--- config.mk ---
export PLATFORM = sky130hd
export DESIGN_NAME = nest_irq_ctrl
export DESIGN_NICKNAME = d
export VERILOG_FILES = /design/src/rtl/nie_pkg.sv /design/src/rtl/nie_prio_enc.sv /design/src/rtl/nie_seq.sv /design/src/rtl/nie_state_regs.sv /design/src/rtl/nest_irq_ctrl.sv
export SDC_FILE = /design/constraint.sdc
export NUM_CORES = 1
export LEC_CHECK = 0
export ABC_AREA = 1
export BUFFER_PORTS_ARGS = -buffer_cell sky130_fd_sc_hd__buf_2
export CAP_MARGIN = 15
export CORE_ASPECT_RATIO = 0.7
export CORE_UTILIZATION = 51
export CTS_CLUSTER_DIAMETER = 60
export DETAILED_ROUTE_END_ITERATION = 7
export PLACE_DENSITY = 0.83
export SLEW_MARGIN = 20
export SYNTH_ARGS = -nofsm -noshare
export SYNTH_HDL_FRONTEND = slang
export SYNTH_SLANG_ARGS = --single-unit
export TNS_END_PERCENT = 50
--- constraint.sdc ---
create_clock -name clk_i -period 3.5 [get_ports clk_i]
set_input_delay 0.175 -clock clk_i [delete_from_list [all_inputs] [get_ports clk_i]]
set_output_delay 0.175 -clock clk_i [all_outputs]
set_load 0.02 [all_outputs]
--- src/rtl/nie_pkg.sv ---
package nie_pkg;
  // process-control word fields
  localparam int unsigned PC_TRACE_BIT = 0;
  localparam int unsigned PC_STATE_BIT = 13;
  localparam int unsigned PC_PRIO_LSB  = 16;

  localparam int unsigned REC_WORDS = 4;
  localparam logic [2:0]  RS_INTR   = 3'b111;

  typedef enum logic [2:0] {
    S_IDLE,
    S_WR,
    S_UPD,
    S_RD0,
    S_RD1,
    S_RD2
  } seq_state_e;
endpackage

--- src/rtl/nie_prio_enc.sv ---
module nie_prio_enc #(
  parameter int unsigned NUM_LEVELS = 32,
  parameter int unsigned LVL_W      = $clog2(NUM_LEVELS)
) (
  input  logic [NUM_LEVELS-1:0] req_i,
  output logic                  valid_o,
  output logic [LVL_W-1:0]      lvl_o
);
  // ascending scan: the last hit is the highest level; level 0 maps to "none"
  always_comb begin
    lvl_o = '0;
    for (int i = 0; i < NUM_LEVELS; i++) begin
      if (req_i[i]) lvl_o = LVL_W'(i);
    end
    valid_o = |lvl_o;
  end
endmodule

--- src/rtl/nie_seq.sv ---
module nie_seq
  import nie_pkg::*;
#(
  parameter int unsigned XLEN        = 32,
  parameter int unsigned LVL_W       = 5,
  parameter int unsigned VEC_W       = 8,
  parameter logic [VEC_W-1:0] VEC_BASE = VEC_W'('h20),
  parameter logic [VEC_W-1:0] NMI_VEC  = VEC_W'('hF8),
  parameter logic [XLEN-1:0]  ISTACK_BASE = XLEN'('h1000)
) (
  input  logic             clk_i,
  input  logic             rst_ni,
  input  logic             irq_valid_i,
  input  logic [LVL_W-1:0] irq_lvl_i,
  input  logic             nmi_pend_i,
  input  logic             ret_i,
  input  logic [LVL_W-1:0] mask_i,
  input  logic             intr_state_i,
  input  logic [XLEN-1:0]  fp_i,
  input  logic [XLEN-1:0]  pc_i,
  input  logic [XLEN-1:0]  ac_i,
  input  logic [XLEN-1:0]  mem_rdata_i,
  output logic             nmi_ack_o,
  output logic             mem_req_o,
  output logic             mem_we_o,
  output logic [XLEN-1:0]  mem_addr_o,
  output logic [XLEN-1:0]  mem_wdata_o,
  output logic             busy_o,
  output logic             entry_done_o,
  output logic             entry_nmi_o,
  output logic [LVL_W-1:0] new_lvl_o,
  output logic [XLEN-1:0]  new_fp_o,
  output logic [VEC_W-1:0] vec_o,
  output logic             ret_done_o,
  output logic [XLEN-1:0]  rest_pc_o,
  output logic [XLEN-1:0]  rest_ac_o
);
  localparam int unsigned WORD_BYTES = XLEN / 8;
  localparam int unsigned WORD_SH    = $clog2(WORD_BYTES);
  localparam int unsigned BEAT_W     = $clog2(REC_WORDS);
  localparam logic [XLEN-1:0] WORD_X = XLEN'(WORD_BYTES);
  localparam logic [XLEN-1:0] REC_X  = XLEN'(REC_WORDS * WORD_BYTES);
  localparam logic [BEAT_W-1:0] LAST_BEAT = BEAT_W'(REC_WORDS - 1);

  seq_state_e        state_q;
  logic [BEAT_W-1:0] beat_q;
  logic [XLEN-1:0]   frame_q, sv_pc_q, sv_ac_q, rest_pc_q;
  logic [LVL_W-1:0]  lvl_q;
  logic [VEC_W-1:0]  vec_q;
  logic              nmi_q;

  logic idle, take_ret, take_nmi, take_irq;

  assign idle     = (state_q == S_IDLE);
  assign take_ret = idle && ret_i && intr_state_i;
  assign take_nmi = idle && !take_ret && nmi_pend_i;
  assign take_irq = idle && !take_ret && !nmi_pend_i && irq_valid_i && (irq_lvl_i > mask_i);

  always_ff @(posedge clk_i or negedge rst_ni) begin
    if (!rst_ni) begin
      state_q   <= S_IDLE;
      beat_q    <= '0;
      frame_q   <= '0;
      sv_pc_q   <= '0;
      sv_ac_q   <= '0;
      rest_pc_q <= '0;
      lvl_q     <= '0;
      vec_q     <= '0;
      nmi_q     <= 1'b0;
    end else begin
      unique case (state_q)
        S_IDLE: begin
          if (take_ret) begin
            state_q <= S_RD0;
          end else if (take_nmi || take_irq) begin
            state_q <= S_WR;
            beat_q  <= '0;
            sv_pc_q <= pc_i;
            sv_ac_q <= ac_i;
            nmi_q   <= take_nmi;
            lvl_q   <= take_nmi ? '1 : irq_lvl_i;
            vec_q   <= take_nmi ? NMI_VEC : VEC_BASE + VEC_W'(irq_lvl_i);
            frame_q <= (intr_state_i ? fp_i : ISTACK_BASE) + REC_X;
          end
        end
        S_WR: begin
          beat_q <= beat_q + 1'b1;
          if (beat_q == LAST_BEAT) state_q <= S_UPD;
        end
        S_UPD: state_q <= S_IDLE;
        S_RD0: state_q <= S_RD1;
        S_RD1: begin
          rest_pc_q <= mem_rdata_i;
          state_q   <= S_RD2;
        end
        S_RD2:   state_q <= S_IDLE;
        default: state_q <= S_IDLE;
      endcase
    end
  end

  always_comb begin
    mem_req_o   = 1'b0;
    mem_we_o    = 1'b0;
    mem_addr_o  = '0;
    mem_wdata_o = '0;
    unique case (state_q)
      S_WR: begin
        mem_req_o  = 1'b1;
        mem_we_o   = 1'b1;
        mem_addr_o = frame_q - REC_X + (XLEN'(beat_q) << WORD_SH);
        if (beat_q == BEAT_W'(0))      mem_wdata_o = sv_pc_q;
        else if (beat_q == BEAT_W'(1)) mem_wdata_o = sv_ac_q;
      end
      S_RD0: begin
        mem_req_o  = 1'b1;
        mem_addr_o = fp_i - REC_X;
      end
      S_RD1: begin
        mem_req_o  = 1'b1;
        mem_addr_o = fp_i - REC_X + WORD_X;
      end
      default: ;
    endcase
  end

  assign nmi_ack_o    = take_nmi;
  assign busy_o       = !idle;
  assign entry_done_o = (state_q == S_UPD);
  assign entry_nmi_o  = nmi_q;
  assign new_lvl_o    = lvl_q;
  assign new_fp_o     = frame_q;
  assign vec_o        = vec_q;
  assign ret_done_o   = (state_q == S_RD2);
  assign rest_pc_o    = rest_pc_q;
  assign rest_ac_o    = mem_rdata_i;

  // checker: cycles spent writing before the update cycle
  logic [BEAT_W:0] wr_cnt_q;
  always_ff @(posedge clk_i or negedge rst_ni) begin
    if (!rst_ni)               wr_cnt_q <= '0;
    else if (state_q == S_WR)  wr_cnt_q <= wr_cnt_q + 1'b1;
    else                       wr_cnt_q <= '0;
  end

  assert_entry_len_R7: assert property (@(posedge clk_i) disable iff (!rst_ni)
    entry_done_o |-> (wr_cnt_q == (BEAT_W+1)'(REC_WORDS)));

  assert_rec_addr_step_R6: assert property (@(posedge clk_i) disable iff (!rst_ni)
    (mem_req_o && mem_we_o && beat_q != LAST_BEAT)
      |=> (mem_req_o && mem_we_o && mem_addr_o == $past(mem_addr_o) + WORD_X));

  assert_ret_reads_R9: assert property (@(posedge clk_i) disable iff (!rst_ni)
    ret_done_o |-> (!mem_req_o && $past(mem_req_o) && !$past(mem_we_o)));
endmodule

--- src/rtl/nie_state_regs.sv ---
module nie_state_regs
  import nie_pkg::*;
#(
  parameter int unsigned XLEN  = 32,
  parameter int unsigned LVL_W = 5,
  parameter logic [XLEN-1:0] PC_RESET = XLEN'(1),
  parameter logic [XLEN-1:0] PROC_FP  = XLEN'('h400)
) (
  input  logic             clk_i,
  input  logic             rst_ni,
  input  logic             nmi_i,
  input  logic             nmi_ack_i,
  input  logic             entry_done_i,
  input  logic [LVL_W-1:0] new_lvl_i,
  input  logic [XLEN-1:0]  new_fp_i,
  input  logic             ret_done_i,
  input  logic [XLEN-1:0]  rest_pc_i,
  output logic             nmi_pend_o,
  output logic [LVL_W-1:0] mask_o,
  output logic             intr_state_o,
  output logic [XLEN-1:0]  pc_o,
  output logic [XLEN-1:0]  fp_o,
  output logic [2:0]       pfp_rs_o,
  output logic             outermost_exit_o
);
  localparam logic [XLEN-1:0] REC_X = XLEN'(REC_WORDS * (XLEN / 8));

  logic [XLEN-1:0] pc_q, fp_q, pc_entered;
  logic [2:0]      rs_q;
  logic            nmi_d_q, nmi_pend_q;

  always_comb begin
    pc_entered = pc_q;
    pc_entered[PC_PRIO_LSB +: LVL_W] = new_lvl_i;
    pc_entered[PC_STATE_BIT]         = 1'b1;
    pc_entered[PC_TRACE_BIT]         = 1'b0;
  end

  always_ff @(posedge clk_i or negedge rst_ni) begin
    if (!rst_ni) begin
      pc_q       <= PC_RESET;
      fp_q       <= PROC_FP;
      rs_q       <= '0;
      nmi_d_q    <= 1'b0;
      nmi_pend_q <= 1'b0;
    end else begin
      nmi_d_q <= nmi_i;
      if (nmi_i && !nmi_d_q) nmi_pend_q <= 1'b1;
      else if (nmi_ack_i)    nmi_pend_q <= 1'b0;
      if (entry_done_i) begin
        pc_q <= pc_entered;
        fp_q <= new_fp_i;
        rs_q <= RS_INTR;
      end else if (ret_done_i) begin
        pc_q <= rest_pc_i;
        fp_q <= fp_q - REC_X;
      end
    end
  end

  assign nmi_pend_o       = nmi_pend_q;
  assign mask_o           = pc_q[PC_PRIO_LSB +: LVL_W];
  assign intr_state_o     = pc_q[PC_STATE_BIT];
  assign pc_o             = pc_q;
  assign fp_o             = fp_q;
  assign pfp_rs_o         = rs_q;
  assign outermost_exit_o = ret_done_i && !rest_pc_i[PC_STATE_BIT];

  assert_fp_hold_R5: assert property (@(posedge clk_i) disable iff (!rst_ni)
    !(entry_done_i || ret_done_i) |=> $stable(fp_q));

  assert_nmi_kept_R8: assert property (@(posedge clk_i) disable iff (!rst_ni)
    (nmi_pend_q && !nmi_ack_i) |=> nmi_pend_q);

  assert_exit_nested_R10: assert property (@(posedge clk_i) disable iff (!rst_ni)
    outermost_exit_o |-> intr_state_o);
endmodule

--- src/rtl/nest_irq_ctrl.sv ---
module nest_irq_ctrl
  import nie_pkg::*;
#(
  parameter int unsigned NUM_LEVELS = 32,
  parameter int unsigned XLEN       = 32,
  parameter int unsigned VEC_W      = 8,
  parameter logic [VEC_W-1:0] VEC_BASE    = VEC_W'('h20),
  parameter logic [VEC_W-1:0] NMI_VEC     = VEC_W'('hF8),
  parameter logic [XLEN-1:0]  ISTACK_BASE = XLEN'('h1000),
  parameter logic [XLEN-1:0]  PROC_FP     = XLEN'('h400),
  parameter logic [XLEN-1:0]  PC_RESET    = XLEN'(1)
) (
  input  logic                  clk_i,
  input  logic                  rst_ni,
  input  logic [NUM_LEVELS-1:0] irq_i,
  input  logic                  nmi_i,
  input  logic                  ret_i,
  input  logic [XLEN-1:0]       ac_i,
  output logic                  mem_req_o,
  output logic                  mem_we_o,
  output logic [XLEN-1:0]       mem_addr_o,
  output logic [XLEN-1:0]       mem_wdata_o,
  input  logic [XLEN-1:0]       mem_rdata_i,
  output logic                  busy_o,
  output logic                  entry_done_o,
  output logic [VEC_W-1:0]      vec_o,
  output logic [2:0]            pfp_rs_o,
  output logic                  ret_done_o,
  output logic                  outermost_exit_o,
  output logic [XLEN-1:0]       ac_restore_o,
  output logic [XLEN-1:0]       pc_o,
  output logic [XLEN-1:0]       fp_o
);
  localparam int unsigned LVL_W = $clog2(NUM_LEVELS);

  logic             irq_valid, nmi_pend, nmi_ack, intr_state, entry_nmi;
  logic [LVL_W-1:0] irq_lvl, mask, new_lvl;
  logic [XLEN-1:0]  new_fp, rest_pc;

  nie_prio_enc #(
    .NUM_LEVELS (NUM_LEVELS),
    .LVL_W      (LVL_W)
  ) u_prio (
    .req_i   (irq_i),
    .valid_o (irq_valid),
    .lvl_o   (irq_lvl)
  );

  nie_seq #(
    .XLEN        (XLEN),
    .LVL_W       (LVL_W),
    .VEC_W       (VEC_W),
    .VEC_BASE    (VEC_BASE),
    .NMI_VEC     (NMI_VEC),
    .ISTACK_BASE (ISTACK_BASE)
  ) u_seq (
    .clk_i        (clk_i),
    .rst_ni       (rst_ni),
    .irq_valid_i  (irq_valid),
    .irq_lvl_i    (irq_lvl),
    .nmi_pend_i   (nmi_pend),
    .ret_i        (ret_i),
    .mask_i       (mask),
    .intr_state_i (intr_state),
    .fp_i         (fp_o),
    .pc_i         (pc_o),
    .ac_i         (ac_i),
    .mem_rdata_i  (mem_rdata_i),
    .nmi_ack_o    (nmi_ack),
    .mem_req_o    (mem_req_o),
    .mem_we_o     (mem_we_o),
    .mem_addr_o   (mem_addr_o),
    .mem_wdata_o  (mem_wdata_o),
    .busy_o       (busy_o),
    .entry_done_o (entry_done_o),
    .entry_nmi_o  (entry_nmi),
    .new_lvl_o    (new_lvl),
    .new_fp_o     (new_fp),
    .vec_o        (vec_o),
    .ret_done_o   (ret_done_o),
    .rest_pc_o    (rest_pc),
    .rest_ac_o    (ac_restore_o)
  );

  nie_state_regs #(
    .XLEN     (XLEN),
    .LVL_W    (LVL_W),
    .PC_RESET (PC_RESET),
    .PROC_FP  (PROC_FP)
  ) u_regs (
    .clk_i            (clk_i),
    .rst_ni           (rst_ni),
    .nmi_i            (nmi_i),
    .nmi_ack_i        (nmi_ack),
    .entry_done_i     (entry_done_o),
    .new_lvl_i        (new_lvl),
    .new_fp_i         (new_fp),
    .ret_done_i       (ret_done_o),
    .rest_pc_i        (rest_pc),
    .nmi_pend_o       (nmi_pend),
    .mask_o           (mask),
    .intr_state_o     (intr_state),
    .pc_o             (pc_o),
    .fp_o             (fp_o),
    .pfp_rs_o         (pfp_rs_o),
    .outermost_exit_o (outermost_exit_o)
  );

  assert_mask_raise_R3: assert property (@(posedge clk_i) disable iff (!rst_ni)
    (entry_done_o && !entry_nmi) |-> (new_lvl > mask));

  assert_mask_set_R4: assert property (@(posedge clk_i) disable iff (!rst_ni)
    entry_done_o |=> (mask == $past(new_lvl) && intr_state && !pc_o[PC_TRACE_BIT]));
endmodule

# [After elaboration in Yosys (flattened, before gate mapping)]
# Index checks and enable logic that the tools add are counted.
[word_totals] input_bits=100 reg_bits=213 output_inout_bits=177 wordCells=114
[classes] reduce_logical=26 mux=53 bitwise=2 n_lt_le_gt_ge=1 addsub=7 n_eq_ne=11
[ops] operator="two-way mux 32 bit" count=6
[ops] operator="case mux 32 bit (3 select lines)" count=1
[ops] operator="two-way mux 5 bit" count=17
[ops] operator="subtractor 32 x 5 -> 32 bit (second input constant)" count=2
[ops] operator="two-way mux 21 bit" count=2
[ops] operator="adder 32 x 3 -> 32 bit (second input constant)" count=1
[ops] operator="adder 32 x 4 -> 32 bit" count=1
[ops] operator="adder 32 x 5 -> 32 bit (second input constant)" count=1
[ops] operator="two-way mux 4 bit" count=8
[ops] operator="two-way mux 3 bit" count=7
[ops] operator="case mux 3 bit (4 select lines)" count=1
[ops] operator="logical AND 1 bit" count=9
[ops] operator="two-way mux 2 bit" count=4
[ops] operator="two-way mux 8 bit" count=1
[ops] operator="adder 6 x 5 -> 7 bit (first input constant)" count=1
[ops] operator="== test 3 x 2 -> 1 bit (second input constant)" count=2
[ops] operator="== test 3 bit (second input constant)" count=2
[ops] operator="AND reduction 3 bit" count=2
[ops] operator="nonzero test 2 bit" count=3
[ops] operator="> comparator 5 bit" count=1
[ops] operator="logical NOT 1 bit" count=5
[ops] operator="two-way mux 1 bit" count=5
[ops] operator="OR reduction 5 bit" count=1
[ops] operator="inequality test 2 bit (second input constant)" count=2
[ops] operator="13 further kinds" count=15

# [Depth between registers and ports, before layout]
# Gate-level depths: netlist of the first run.
[depth] depth_word=38 mapped_depth=44

# [By module]
# From an unflattened synthesis of the first run, not the netlist that was laid out.
[hier_totals] cells_unflattened=2048 area_unflattened_um2=13912.1
[by_module_without_submodules] module="nie_seq" area_per_inst_um2=9960.8 n_inst=1 seq_area_each_um2=3578.4 cells_per_inst=1490
[by_module_without_submodules] module="nie_state_regs" area_per_inst_um2=3515.9 n_inst=1 seq_area_each_um2=1679.1 cells_per_inst=451
[by_module_without_submodules] module="nie_prio_enc" area_per_inst_um2=435.4 n_inst=1 seq_area_each_um2=0.0 cells_per_inst=107

# [Worst setup path after synthesis of the first run]
# OpenSTA, ideal clock, no wires.
[synth_timing] path_kind="reg-to-output" startpoint="reg u_regs.fp_q[4] (netlist: u_regs.fp_o[4])" endpoint="out mem_addr_o[31]" path_slack_ns=0.052 path_buffers=0 arrival_time_ns=3.273 stages_incl_launch_ff=26 path_cell_list="dfrtp_1 -> inv_2 -> ha_1 -> inv_1 -> nand4_1 -> nor2_1 -> nand2_2 -> nor2_2 -> nand2_1 -> nor2_1 -> inv_1 -> nor2_4 -> nand4_2 -> nor3_2 -> nand3_1 -> nor2_2 -> nand4_2 -> nor2_2 -> nand2_1 -> nor2_2 -> nand3_2 -> nor2_1 -> nand2_1 -> o21ai_1 -> nand2_1 -> o21bai_1"
[synth_via] elab_chain_len=3
[synth_lines] item="from (decl)" line_no="nie_state_regs.sv:28" rtl="logic [XLEN-1:0] pc_q, fp_q, pc_entered;"
[synth_lines] item="from (signal assigned)" line_no="nie_state_regs.sv:52" rtl="fp_q <= new_fp_i;"
[synth_lines] item="from (signal assigned)" line_no="nie_state_regs.sv:56" rtl="fp_q <= fp_q - REC_X;"
[synth_lines] item="subtractor 32 x 5 -> 32 bit *" line_no="nie_seq.sv:117, nie_seq.sv:121"
[synth_lines] item="adder 32 x 3 -> 32 bit" line_no="nie_seq.sv:121" rtl="mem_addr_o = fp_i - REC_X + WORD_X;"
[synth_lines] item="case mux 32 bit (3 select lines) *" line_no="nie_seq.sv:107" rtl="unique case (state_q)"
[synth_lines] item="to (decl)" line_no="nest_irq_ctrl.sv:21" rtl="output logic [XLEN-1:0] mem_addr_o,"
# Every way passes the cells marked *; elsewhere a longest branch is shown, timed or not.

# [Final worst setup path of the first run]
[layout_timing] startpoint="reg u_regs.fp_q[4] (netlist: u_regs.fp_o[4])" endpoint="out mem_addr_o[9]"
# Same word-level chain as after synthesis.

==> flow_metrics.env, run 1 <==
export IMPL_grtUsageMet1=0.485
export IMPL_cts_sinks=210
export IMPL_synthArstFlopShare=1.00
export IMPL_pre_cts_ws_ns=-0.204
export IMPL_synth_seq_cells=210
export IMPL_coreArea_mm2=0.0236
export IMPL_worst_path_max_delay_cell="dfrtp_1"
export IMPL_intPower_uw=8300
export IMPL_synth_edf_count=0
export IMPL_pwr_share_clk=0.161
export IMPL_ys_types=47
export IMPL_finalSetupTns_ns=-5.63
export IMPL_start_util=0.520
export IMPL_syn_to_final_growth_pct=37.2
export IMPL_dieHeight_um=132
export IMPL_h_tree_depth=1
export IMPL_min_path_type="input port to register"
export IMPL_power_switching_uw=8000
export IMPL_clk_latency_ns=0.52
export IMPL_use_met3=0.0724
export IMPL_final_cell_mix="534 x nand2_1, 263 x buf_2, 207 x dfrtp_1, 192 x o21ai_0, 173 x inv_1"
export IMPL_track_usage=0.349
export IMPL_finalHoldViolCount=0
export IMPL_maxCapViolCount=0
export IMPL_crit_type="register to primary output"
export IMPL_layout_drive_gt1_share=0.280
export IMPL_place_hpwl_um=28500
export IMPL_io_buffers=275
export IMPL_n_antenna_cell=0
export IMPL_grt_first_pass_wirelength_um=69100
export IMPL_setup_violations=13
export IMPL_syn_avg_cell_area_um2=7.26
export IMPL_rows=47
export IMPL_cts_buffer_depth=3
export IMPL_critPathLaunchType="register"
export IMPL_synth_fp_nets=1807
export IMPL_critical_path_max_stage_delay_ns=0.39
export IMPL_ir_drop_uv=745
export IMPL_worst_ep_arrival_time_ns=4.09
export IMPL_drt_pre_antenna_iters=7
export IMPL_tightest_slew_ns=0.899
export IMPL_grt_pass1_vias=13178
export IMPL_whs_ns=0.0473
export IMPL_vias=14032
export IMPL_max_freq_mhz=235
export IMPL_power_density_mw_per_mm2=966
export IMPL_io_pins=277
export IMPL_numCtsBuffers=23
export IMPL_cp_required_ns=3.32
export IMPL_gp_congestion=1.07
export IMPL_worst_path_most_repeated_cell="buf_4"
export IMPL_antenna_found_initial=0
export IMPL_totalWireLength_um=44800
export IMPL_finish_utilization=0.714
export IMPL_layout_setup_ws_ns=-0.760
export IMPL_synth_seq_area_share=0.428
export IMPL_cts_tree="built"
export IMPL_grtUsageMet2=0.536
export IMPL_pwr_share_comb=0.575
export IMPL_ant_nets=0
export IMPL_p_leak_uw=0.00877
export IMPL_layout_commonest_cell="nand2_1"
export IMPL_viasPerCell=5.71
export IMPL_drtIter0Drc=1434
export IMPL_fp_dieW_um=188
export IMPL_rsz0062_at_grt="yes"
export IMPL_period_share=1.22
export IMPL_die_area_mm2=0.0247
export IMPL_final_net_count=2236
export IMPL_slew_headroom=0.401
export IMPL_critPathTopFamily="buffers and inverters"
export IMPL_violations="setup timing"
export IMPL_end_kind="primary output"
export IMPL_switching_share=0.491
export IMPL_grt_max_degree=99
export IMPL_cts_clk_slew_worst_paths_ns=0.06
export IMPL_root_buffer="clkbuf_16"
export IMPL_syn_area_mm2=0.0123
export IMPL_synth_flop_cell="dfrtp_1"
export IMPL_finClkSkew_ns=0.0151
export IMPL_wire_per_inst_um=18.3
export IMPL_outcome="finished, violations left"
export IMPL_grt_busiest_layer="met2"
export IMPL_netlist_instances=1693
export IMPL_crit_path_max_fanout=2
export IMPL_finalMaxSlewViolations=0
export IMPL_overflow=0
export IMPL_seqPwrFrac=0.264
export IMPL_finalCriticalPeriod_ns=4.26
export IMPL_drcViolationCount=0
export IMPL_ys_warn_count=0
export IMPL_worstPathBufferInverterCount=18
[metrics by stage]
stage          power, uW  instance area, um2  instances
5_1_grt            17300               16900       2456
4_1_cts            15500               16500       2447
2_1_floorplan       9190               12300       1693
6_report           16300               16900       2456
3_5_place_dp       12500               14500       2296
3_3_place_gp       12300               14500       2296
[synth_stat cells, types with 2 or more instances]
cell type | instances | area, um2
inv_1 | 186 | 698
nand2_2 | 3 | 18.8
nor3_1 | 20 | 100
a22oi_1 | 5 | 37.5
nand4_1 | 17 | 106
nand4_2 | 2 | 25.0
nand3_1 | 56 | 280
buf_4 | 38 | 285
xnor2_1 | 8 | 70.1
nand3_2 | 4 | 40.0
nand2_1 | 547 | 2050
clkbuf_1 | 53 | 199
o21ai_0 | 198 | 991
xor2_1 | 35 | 307
clkinv_1 | 3 | 11.3
nor3_2 | 6 | 60.1
ha_1 | 13 | 163
a21oi_1 | 63 | 315
buf_1 | 5 | 18.8
o22ai_1 | 2 | 12.5
inv_2 | 6 | 22.5
nor2_2 | 6 | 37.5
nand3b_1 | 2 | 15.0
nor4_1 | 10 | 62.6
dfrtp_1 | 208 | 5200
nor2_1 | 109 | 409
o211ai_1 | 23 | 173
dfstp_2 | 2 | 52.6
buf_2 | 15 | 75.1
o221ai_1 | 30 | 263
or2_2 | 2 | 12.5
[flip-flops by register name (all words and copies together), names as in the netlist]
| signal | count |
|---|---|
| u_regs.pfp_rs_o | 1 |
| u_seq.rest_pc_o | 32 |
| u_seq.sv_pc_q | 32 |
| u_seq.vec_o | 7 |
| u_regs.fp_o | 32 |
| u_regs.nmi_pend_o | 1 |
| u_seq.new_fp_o | 32 |
| u_seq.new_lvl_o | 3 |
| u_regs.pc_o | 32 |
| u_seq.state_q | 3 |
| u_seq.beat_q | 2 |
| u_regs.nmi_d_q | 1 |
| u_seq.sv_ac_q | 32 |
[final cells by class]
type	count	area, um2
well taps	318	398
clock inverters	11	175
multi-input cells	1177	6170
inverters	195	734
repair buffers	515	3490
flip-flops and latches	210	5260
clock buffers	30	642
fillers	1783	6770
[power by group through the flow]
stage	registers (uW)	clock network (uW)	logic, uW
after floorplan	4410	0	4780
after global placement	4220	0	8080
after detailed placement	4260	0	8270
after CTS	4240	2650	8610
after global routing	4410	2760	10100
final	4310	2620	9370
[cell families (layout without fill, tap and decap cells)]
kind of cell,Yosys count,after routing,synth area share
xor gates and xnor gates,44,44,0.0329
and+or+nand+nor,786,786,0.265
DFF,210,210,0.428
adders and majority gates,14,14,0.0149
buffers and inverters,306,751,0.107
AOI/OAI and AO/OA,333,333,0.154
[worst paths after layout]
path	depth (start not counted)	slack [ns]	endpoint	startpoint
worst max-delay path	26	-0.76	mem_addr_o[9]	u_regs.fp_o[4]
worst min-delay path	5	0.05	u_seq.state_q[1]	ret_i
worst max register to register	19	0.05	u_seq.new_fp_o[31]	u_regs.fp_o[6]
worst min register to register	2	0.47	u_seq.vec_o[5]	u_seq.vec_o[5]
max in group asynchronous	3	2.11	u_seq.new_fp_o[18]	rst_ni
min in group asynchronous	2	0.28	u_regs.fp_o[9]	rst_ni
[worst register-to-register path, delay by kind of cell (launching register included)]
kind | cells | cell delay (ns)
DFF | 1 | 0.44
xor gates and xnor gates | 1 | 0.14
buffers and inverters | 1 | 0.17
AOI/OAI and AO/OA | 1 | 0.07
and+or+nand+nor | 16 | 2.51
[routing by layer]
| layer | routed length, um | vias up |
|---|---|---|
| li1 | - | 6289 |
| met1 | 18300 | 6533 |
| met2 | 19400 | 1009 |
| met3 | 5140 | 201 |
| met4 | 2000 | 0 |
| met5 | 0 | - |
[timing repair]
item                                    CTS  global route
cloned                                    0             0
endpoints found under the setup margin   13            20
pin swaps                                21            30
hold buffers                             66             0
gates resized for setup                  47            86
buffers inserted                         44            22
endpoints found under the hold margin   160             0
(Power assumes the default switching activity.)
==> run 2: changes to the inputs <==
--- a/config.mk
+++ b/config.mk
@@ -12,6 +12,7 @@
 export CORE_UTILIZATION = 51
 export CTS_CLUSTER_DIAMETER = 60
 export DETAILED_ROUTE_END_ITERATION = 7
+export MAX_ROUTING_LAYER = met4
 export PLACE_DENSITY = 0.83
 export SLEW_MARGIN = 20
 export SYNTH_ARGS = -nofsm -noshare
==> run 2 against run 1 <==
- the flow still finishes with violations (setup timing)
- clock power fell by 3%
- sequential share of layout area barely moved
- setup slack got worse by 0.093 ns
- combinational power rose by 0.7%
- final cell count rose by 0.69%
- clock-buffer cell count fell by 3
- critical path depth did not move
- critical endpoint is now mem_addr_o[31]
- largest cell class unchanged
- highest routed layer unchanged
==> flow_metrics.env, run 2 (same netlist as run 1, synthesis figures left out) <==
export IMPL_place_hpwl_um=29000
export IMPL_max_freq_mhz=230
export IMPL_antenna_found_initial=0
export IMPL_vias=14142
export IMPL_grt_max_degree=84
export IMPL_placed_area_mm2=0.0146
export IMPL_worst_ep_arrival_time_ns=4.18
export IMPL_finalHoldViolCount=0
export IMPL_maxCapViolCount=0
export IMPL_reg2regPathDepth=21
export IMPL_start_util=0.520
export IMPL_finalMaxSlewViolations=0
export IMPL_end_kind="primary output"
export IMPL_drt_pre_antenna_iters=6
export IMPL_finalCriticalPeriod_ns=4.35
export IMPL_worst_path_most_repeated_cell="nor2_4"
export IMPL_period_share=1.24
export IMPL_layout_setup_ws_ns=-0.854
export IMPL_crit_path_max_fanout=3
export IMPL_grt_pass1_vias=13169
export IMPL_crit_cells=26
export IMPL_final_area_mm2=0.0168
export IMPL_power_density_mw_per_mm2=966
export IMPL_cp_required_ns=3.32
export IMPL_critPathLaunchType="register"
export IMPL_worst_path_max_delay_cell="dfrtp_1"
export IMPL_dieHeight_um=132
export IMPL_p_total_uw=16300
export IMPL_clk_latency_ns=0.52
export IMPL_io_buffers=275
export IMPL_gp_congestion=1.04
export IMPL_overflow=0
export IMPL_outcome="finished, violations left"
export IMPL_layout_drive_gt1_share=0.274
export IMPL_tightest_slew_ns=0.882
export IMPL_totalWireLength_um=45800
export IMPL_worstPathBufferInverterCount=4
export IMPL_final_cell_mix="539 x nand2_1, 262 x buf_2, 208 x dfrtp_1, 192 x o21ai_0, 189 x buf_4"
export IMPL_cts_sinks=210
export IMPL_final_net_count=2252
export IMPL_wire_per_inst_um=18.5
export IMPL_syn_to_final_growth_pct=37.0
export IMPL_finClkSkew_ns=0.0161
export IMPL_io_pins=277
export IMPL_finalSetupTns_ns=-8.07
export IMPL_die_area_mm2=0.0247
export IMPL_viasPerCell=5.72
export IMPL_track_usage=0.365
export IMPL_fp_dieW_um=188
export IMPL_cts_buffer_depth=3
export IMPL_min_path_type="input port to register"
export IMPL_critical_path_max_stage_delay_ns=0.41
export IMPL_p_leak_uw=0.00878
export IMPL_numCtsBuffers=23
export IMPL_ant_nets=0
export IMPL_drtIter0Drc=1971
export IMPL_slew_headroom=0.412
export IMPL_rsz0062_at_grt="yes"
export IMPL_cts_tree="built"
export IMPL_ir_drop_uv=781
export IMPL_grt_first_pass_wirelength_um=70400
export IMPL_rows=47
export IMPL_cts_clk_slew_worst_paths_ns=0.06
export IMPL_layout_commonest_cell="nand2_1"
export IMPL_r2r_setup_slack_ns=-0.02
export IMPL_setup_violations=15
export IMPL_h_tree_depth=1
export IMPL_critPathTopFamily="simple AND/OR/NAND/NOR gates"
export IMPL_root_buffer="clkbuf_16"
export IMPL_worstHoldPathCells=5
export IMPL_n_antenna_cell=0
export IMPL_drcViolationCount=0
export IMPL_crit_type="register to primary output"
export IMPL_coreArea_mm2=0.0236
export IMPL_violations="setup timing"
## run 2: cell types whose count changed in the layout (fill, tap and decap cells not counted), sizes merged
cell      before  now
buf          448  464
bufinv         4    3
clkbuf        31   28
clkinv         7   10
clkinvlp       1    4
inv          194  193
## run 2: report_power, final
part           total [uW]  internal (uW)  leakage [uW]  switching [uW]
logic                9440           3270       0.00575            6170
clock network        2540           1480      0.000376            1060
registers            4300           3470       0.00266             831
total               16300           8220       0.00878            8050
## run 2: routing by layer
layer | wire, um | GRT usage | vias up
met4 | 1840 | 0.123 | 0
met1 | 18500 | 0.510 | 6550
met2 | 20200 | 0.536 | 1061
met3 | 5270 | 0.0641 | 189
met5 | 0 | - | -
li1 | - | - | 6342
## run 2: path summary, 6_finish.rpt
check,startpoint,to
worst min register to register,u_regs.nmi_d_q,u_regs.nmi_pend_o
max in group asynchronous,rst_ni,u_seq.sv_pc_q[11]
min in group asynchronous,rst_ni,u_seq.new_fp_o[2]
worst max-delay path,u_regs.fp_o[5],mem_addr_o[31]
worst max register to register,u_regs.fp_o[5],u_seq.new_fp_o[30]
worst min-delay path,ret_i,u_seq.state_q[1]
## run 2: through the flow
stage / hold slack (ns) / setup WS (ns) / utilization / cells
after floorplan: -0.121 / 0.0520 / - / 1693
after global placement: 0.191 / -0.0612 / 0.617 / 2305
after detailed placement: 0.202 / -0.192 / 0.617 / 2305
after CTS: 0.0362 / -0.617 / 0.696 / 2451
after global routing: 0.0744 / -1.07 / 0.713 / 2473
final: 0.0585 / -0.854 / 0.713 / 2473
## run 2: tightest hold or removal path, delay by kind of cell
kind	cells	cell delay [ns]
buffers and inverters	2	0.15
and+or+nand+nor	3	0.20
## run 2: final cells by class
cell class                 instances  area [um2]
clock buffer                      27         611
inverter                         195         732
multi-input combinational       1177        6070
clock inverter                    15         175
fill                            1804        6790
timing repair buffer             531        3600
tap                              318         398
sequential                       210        5260
## run 2: what timing repair did
action	CTS	global route
setup endpoints to repair	12	20
buffers inserted	38	23
hold endpoints to repair	124	0
pin swaps	18	36
hold buffers	66	0
gates resized for setup	34	59
==> run 3: changes to the inputs <==
--- a/config.mk
+++ b/config.mk
@@ -13,7 +13,7 @@
 export CTS_CLUSTER_DIAMETER = 60
 export DETAILED_ROUTE_END_ITERATION = 7
 export MAX_ROUTING_LAYER = met4
-export PLACE_DENSITY = 0.83
+export PLACE_DENSITY_LB_ADDON = 0.08
 export SLEW_MARGIN = 20
 export SYNTH_ARGS = -nofsm -noshare
 export SYNTH_HDL_FRONTEND = slang
==> run 3 against run 2 <==
- the run still ends with setup timing left
- design area shrank 1.4%
- largest power group unchanged
- clock skew grew 0.00056 ns
- setup slack improved by 0.066 ns
- clock-buffer cell count rose by 4
- sequential share of layout area is 0.44 points higher
- register-to-register slack better by 0.21 ns
==> flow_metrics.env, run 3 (same netlist as run 1, synthesis figures left out) <==
export IMPL_worstHoldPathCells=5
export IMPL_finClkSkew_ns=0.0167
export IMPL_h_tree_depth=1
export IMPL_numCtsBuffers=24
export IMPL_ant_nets=0
export IMPL_clk_latency_ns=0.53
export IMPL_r2r_setup_slack_ns=0.19
export IMPL_setup_violations=14
export IMPL_r2r_start="u_regs.fp_o[5]"
export IMPL_slew_headroom=0.430
export IMPL_min_path_type="input port to register"
export IMPL_grt_pass1_vias=12537
export IMPL_drtIter0Drc=1471
export IMPL_dieHeight_um=132
export IMPL_coreArea_mm2=0.0236
export IMPL_root_buffer="clkbuf_16"
export IMPL_min_delay_start="ret_i"
export IMPL_start_util=0.520
export IMPL_totalWireLength_um=42500
export IMPL_finalHoldViolCount=0
export IMPL_rows=47
export IMPL_layout_commonest_cell="nand2_1"
export IMPL_power_switching_uw=7720
export IMPL_pwr_share_comb=0.568
export IMPL_dp_cells=2306
export IMPL_tightest_slew_ns=0.855
export IMPL_grt_max_degree=94
export IMPL_worst_path_max_delay_cell="dfrtp_1"
export IMPL_critPathLaunchType="register"
export IMPL_viasPerCell=5.44
export IMPL_ir_drop_uv=541
export IMPL_finalMaxSlewViolations=0
export IMPL_crit_type="register to primary output"
export IMPL_wire_per_inst_um=17.3
export IMPL_seqPwrFrac=0.269
export IMPL_overflow=0
export IMPL_final_net_count=2234
export IMPL_layout_cells_non_filler=2456
export IMPL_end_kind="primary output"
export IMPL_n_antenna_cell=0
export IMPL_cts_tree="built"
export IMPL_maxCapViolCount=0
export IMPL_cp_required_ns=3.32
export IMPL_max_freq_mhz=233
export IMPL_final_cell_mix="537 x nand2_1, 265 x buf_2, 207 x dfrtp_1, 194 x o21ai_0, 182 x inv_1"
export IMPL_switching_share=0.486
export IMPL_period_share=1.23
export IMPL_cp_startpoint="u_regs.fp_o[5]"
export IMPL_track_usage=0.347
export IMPL_finalSetupTns_ns=-6.92
export IMPL_io_buffers=275
export IMPL_vias=13355
export IMPL_syn_to_final_growth_pct=35.1
export IMPL_worst_ep_arrival_time_ns=4.11
export IMPL_p_leak_uw=0.00864
export IMPL_antenna_found_initial=0
export IMPL_grt_first_pass_wirelength_um=66900
export IMPL_reg2regPathDepth=20
export IMPL_io_pins=277
export IMPL_r2r_end="u_seq.new_fp_o[31]"
export IMPL_critical_path_max_stage_delay_ns=0.40
export IMPL_fp_dieW_um=188
export IMPL_outcome="finished, violations left"
export IMPL_place_hpwl_um=28400
export IMPL_layout_setup_ws_ns=-0.788
export IMPL_p_total_uw=15900
export IMPL_power_density_mw_per_mm2=954
export IMPL_fill_cells=1922
export IMPL_worst_path_most_repeated_cell="buf_4"
export IMPL_drt_pre_antenna_iters=6
export IMPL_cts_sinks=210
export IMPL_violations="setup timing"
export IMPL_cts_buffer_depth=3
export IMPL_intPower_uw=8140
export IMPL_drcViolationCount=0
export IMPL_gp_congestion=1.06
export IMPL_cts_clk_slew_worst_paths_ns=0.06
export IMPL_rsz0062_at_grt="yes"
export IMPL_pwr_share_clk=0.163
export IMPL_whs_endpoint="u_seq.state_q[1]"
export IMPL_layout_drive_gt1_share=0.266
export IMPL_die_area_mm2=0.0247
export IMPL_crit_path_max_fanout=3
export IMPL_finalCriticalPeriod_ns=4.29
==> run 3: timing repair <==
action                                 CTS  global route
hold buffers                            66             0
gates resized for setup                 37            32
buffers inserted                        31             9
pin swaps                                7            17
endpoints found under the hold margin  156             0
setup endpoints to repair               12            19
==> run 3: power by group through the flow <==
stage | sequential [uW] | combinational, uW | clock [uW]
after floorplan | 4410 | 4780 | 0
after global placement | 4240 | 8260 | 0
after detailed placement | 4250 | 8360 | 0
after CTS | 4230 | 8670 | 2610
after global routing | 4380 | 9800 | 2700
final | 4260 | 9010 | 2580
==> run 3: layout make-up <==
cell class	count	area, um2	share of cell area
multi-input combinational	1177	5980	0.360
sequential	210	5260	0.316
timing repair buffer	512	3440	0.207
inverter	195	732	0.0440
clock buffer	31	667	0.0401
tap	318	398	0.0239
clock inverter	13	146	0.00881
==> run 3: how the worst max path moves through the flow <==
stage | end | depth (start not counted)
floorplan | mem_addr_o[31] | 25
finish | mem_addr_o[9] | 26
CTS | mem_addr_o[31] | 26
global route | mem_addr_o[31] | 26
detailed placement | mem_addr_o[31] | 26
global placement | mem_addr_o[31] | 26
==> run 3: metrics by stage <==
stage	instance area (um2)	worst slack (ns)	hold WS, ns	utilization
6_report	16600	-0.788	0.0635	0.703
2_1_floorplan	12300	0.0520	-0.121	-
3_3_place_gp	14600	0.00603	0.317	0.617
3_5_place_dp	14600	-0.118	0.315	0.617
5_1_grt	16600	-0.928	0.0983	0.703
4_1_cts	16400	-0.564	0.0560	0.695
==> run 3: critical path: cells and delay by family, from the launching register on <==
family | cells | cell delay (ns)
AOI/OAI and AO/OA | 1 | 0.11
xor gates and xnor gates | 1 | 0.21
buffers and inverters | 18 | 2.32
DFF | 1 | 0.40
and+or+nand+nor | 6 | 0.57
==> run 3: routing by layer <==
metal  wire, um  up-vias  global-route usage
li1           -     6298                   -
met1      19200     6253               0.495
met5          0        -                   -
met2      18400      711               0.507
met4       1060        0               0.105
met3       3890       93              0.0548
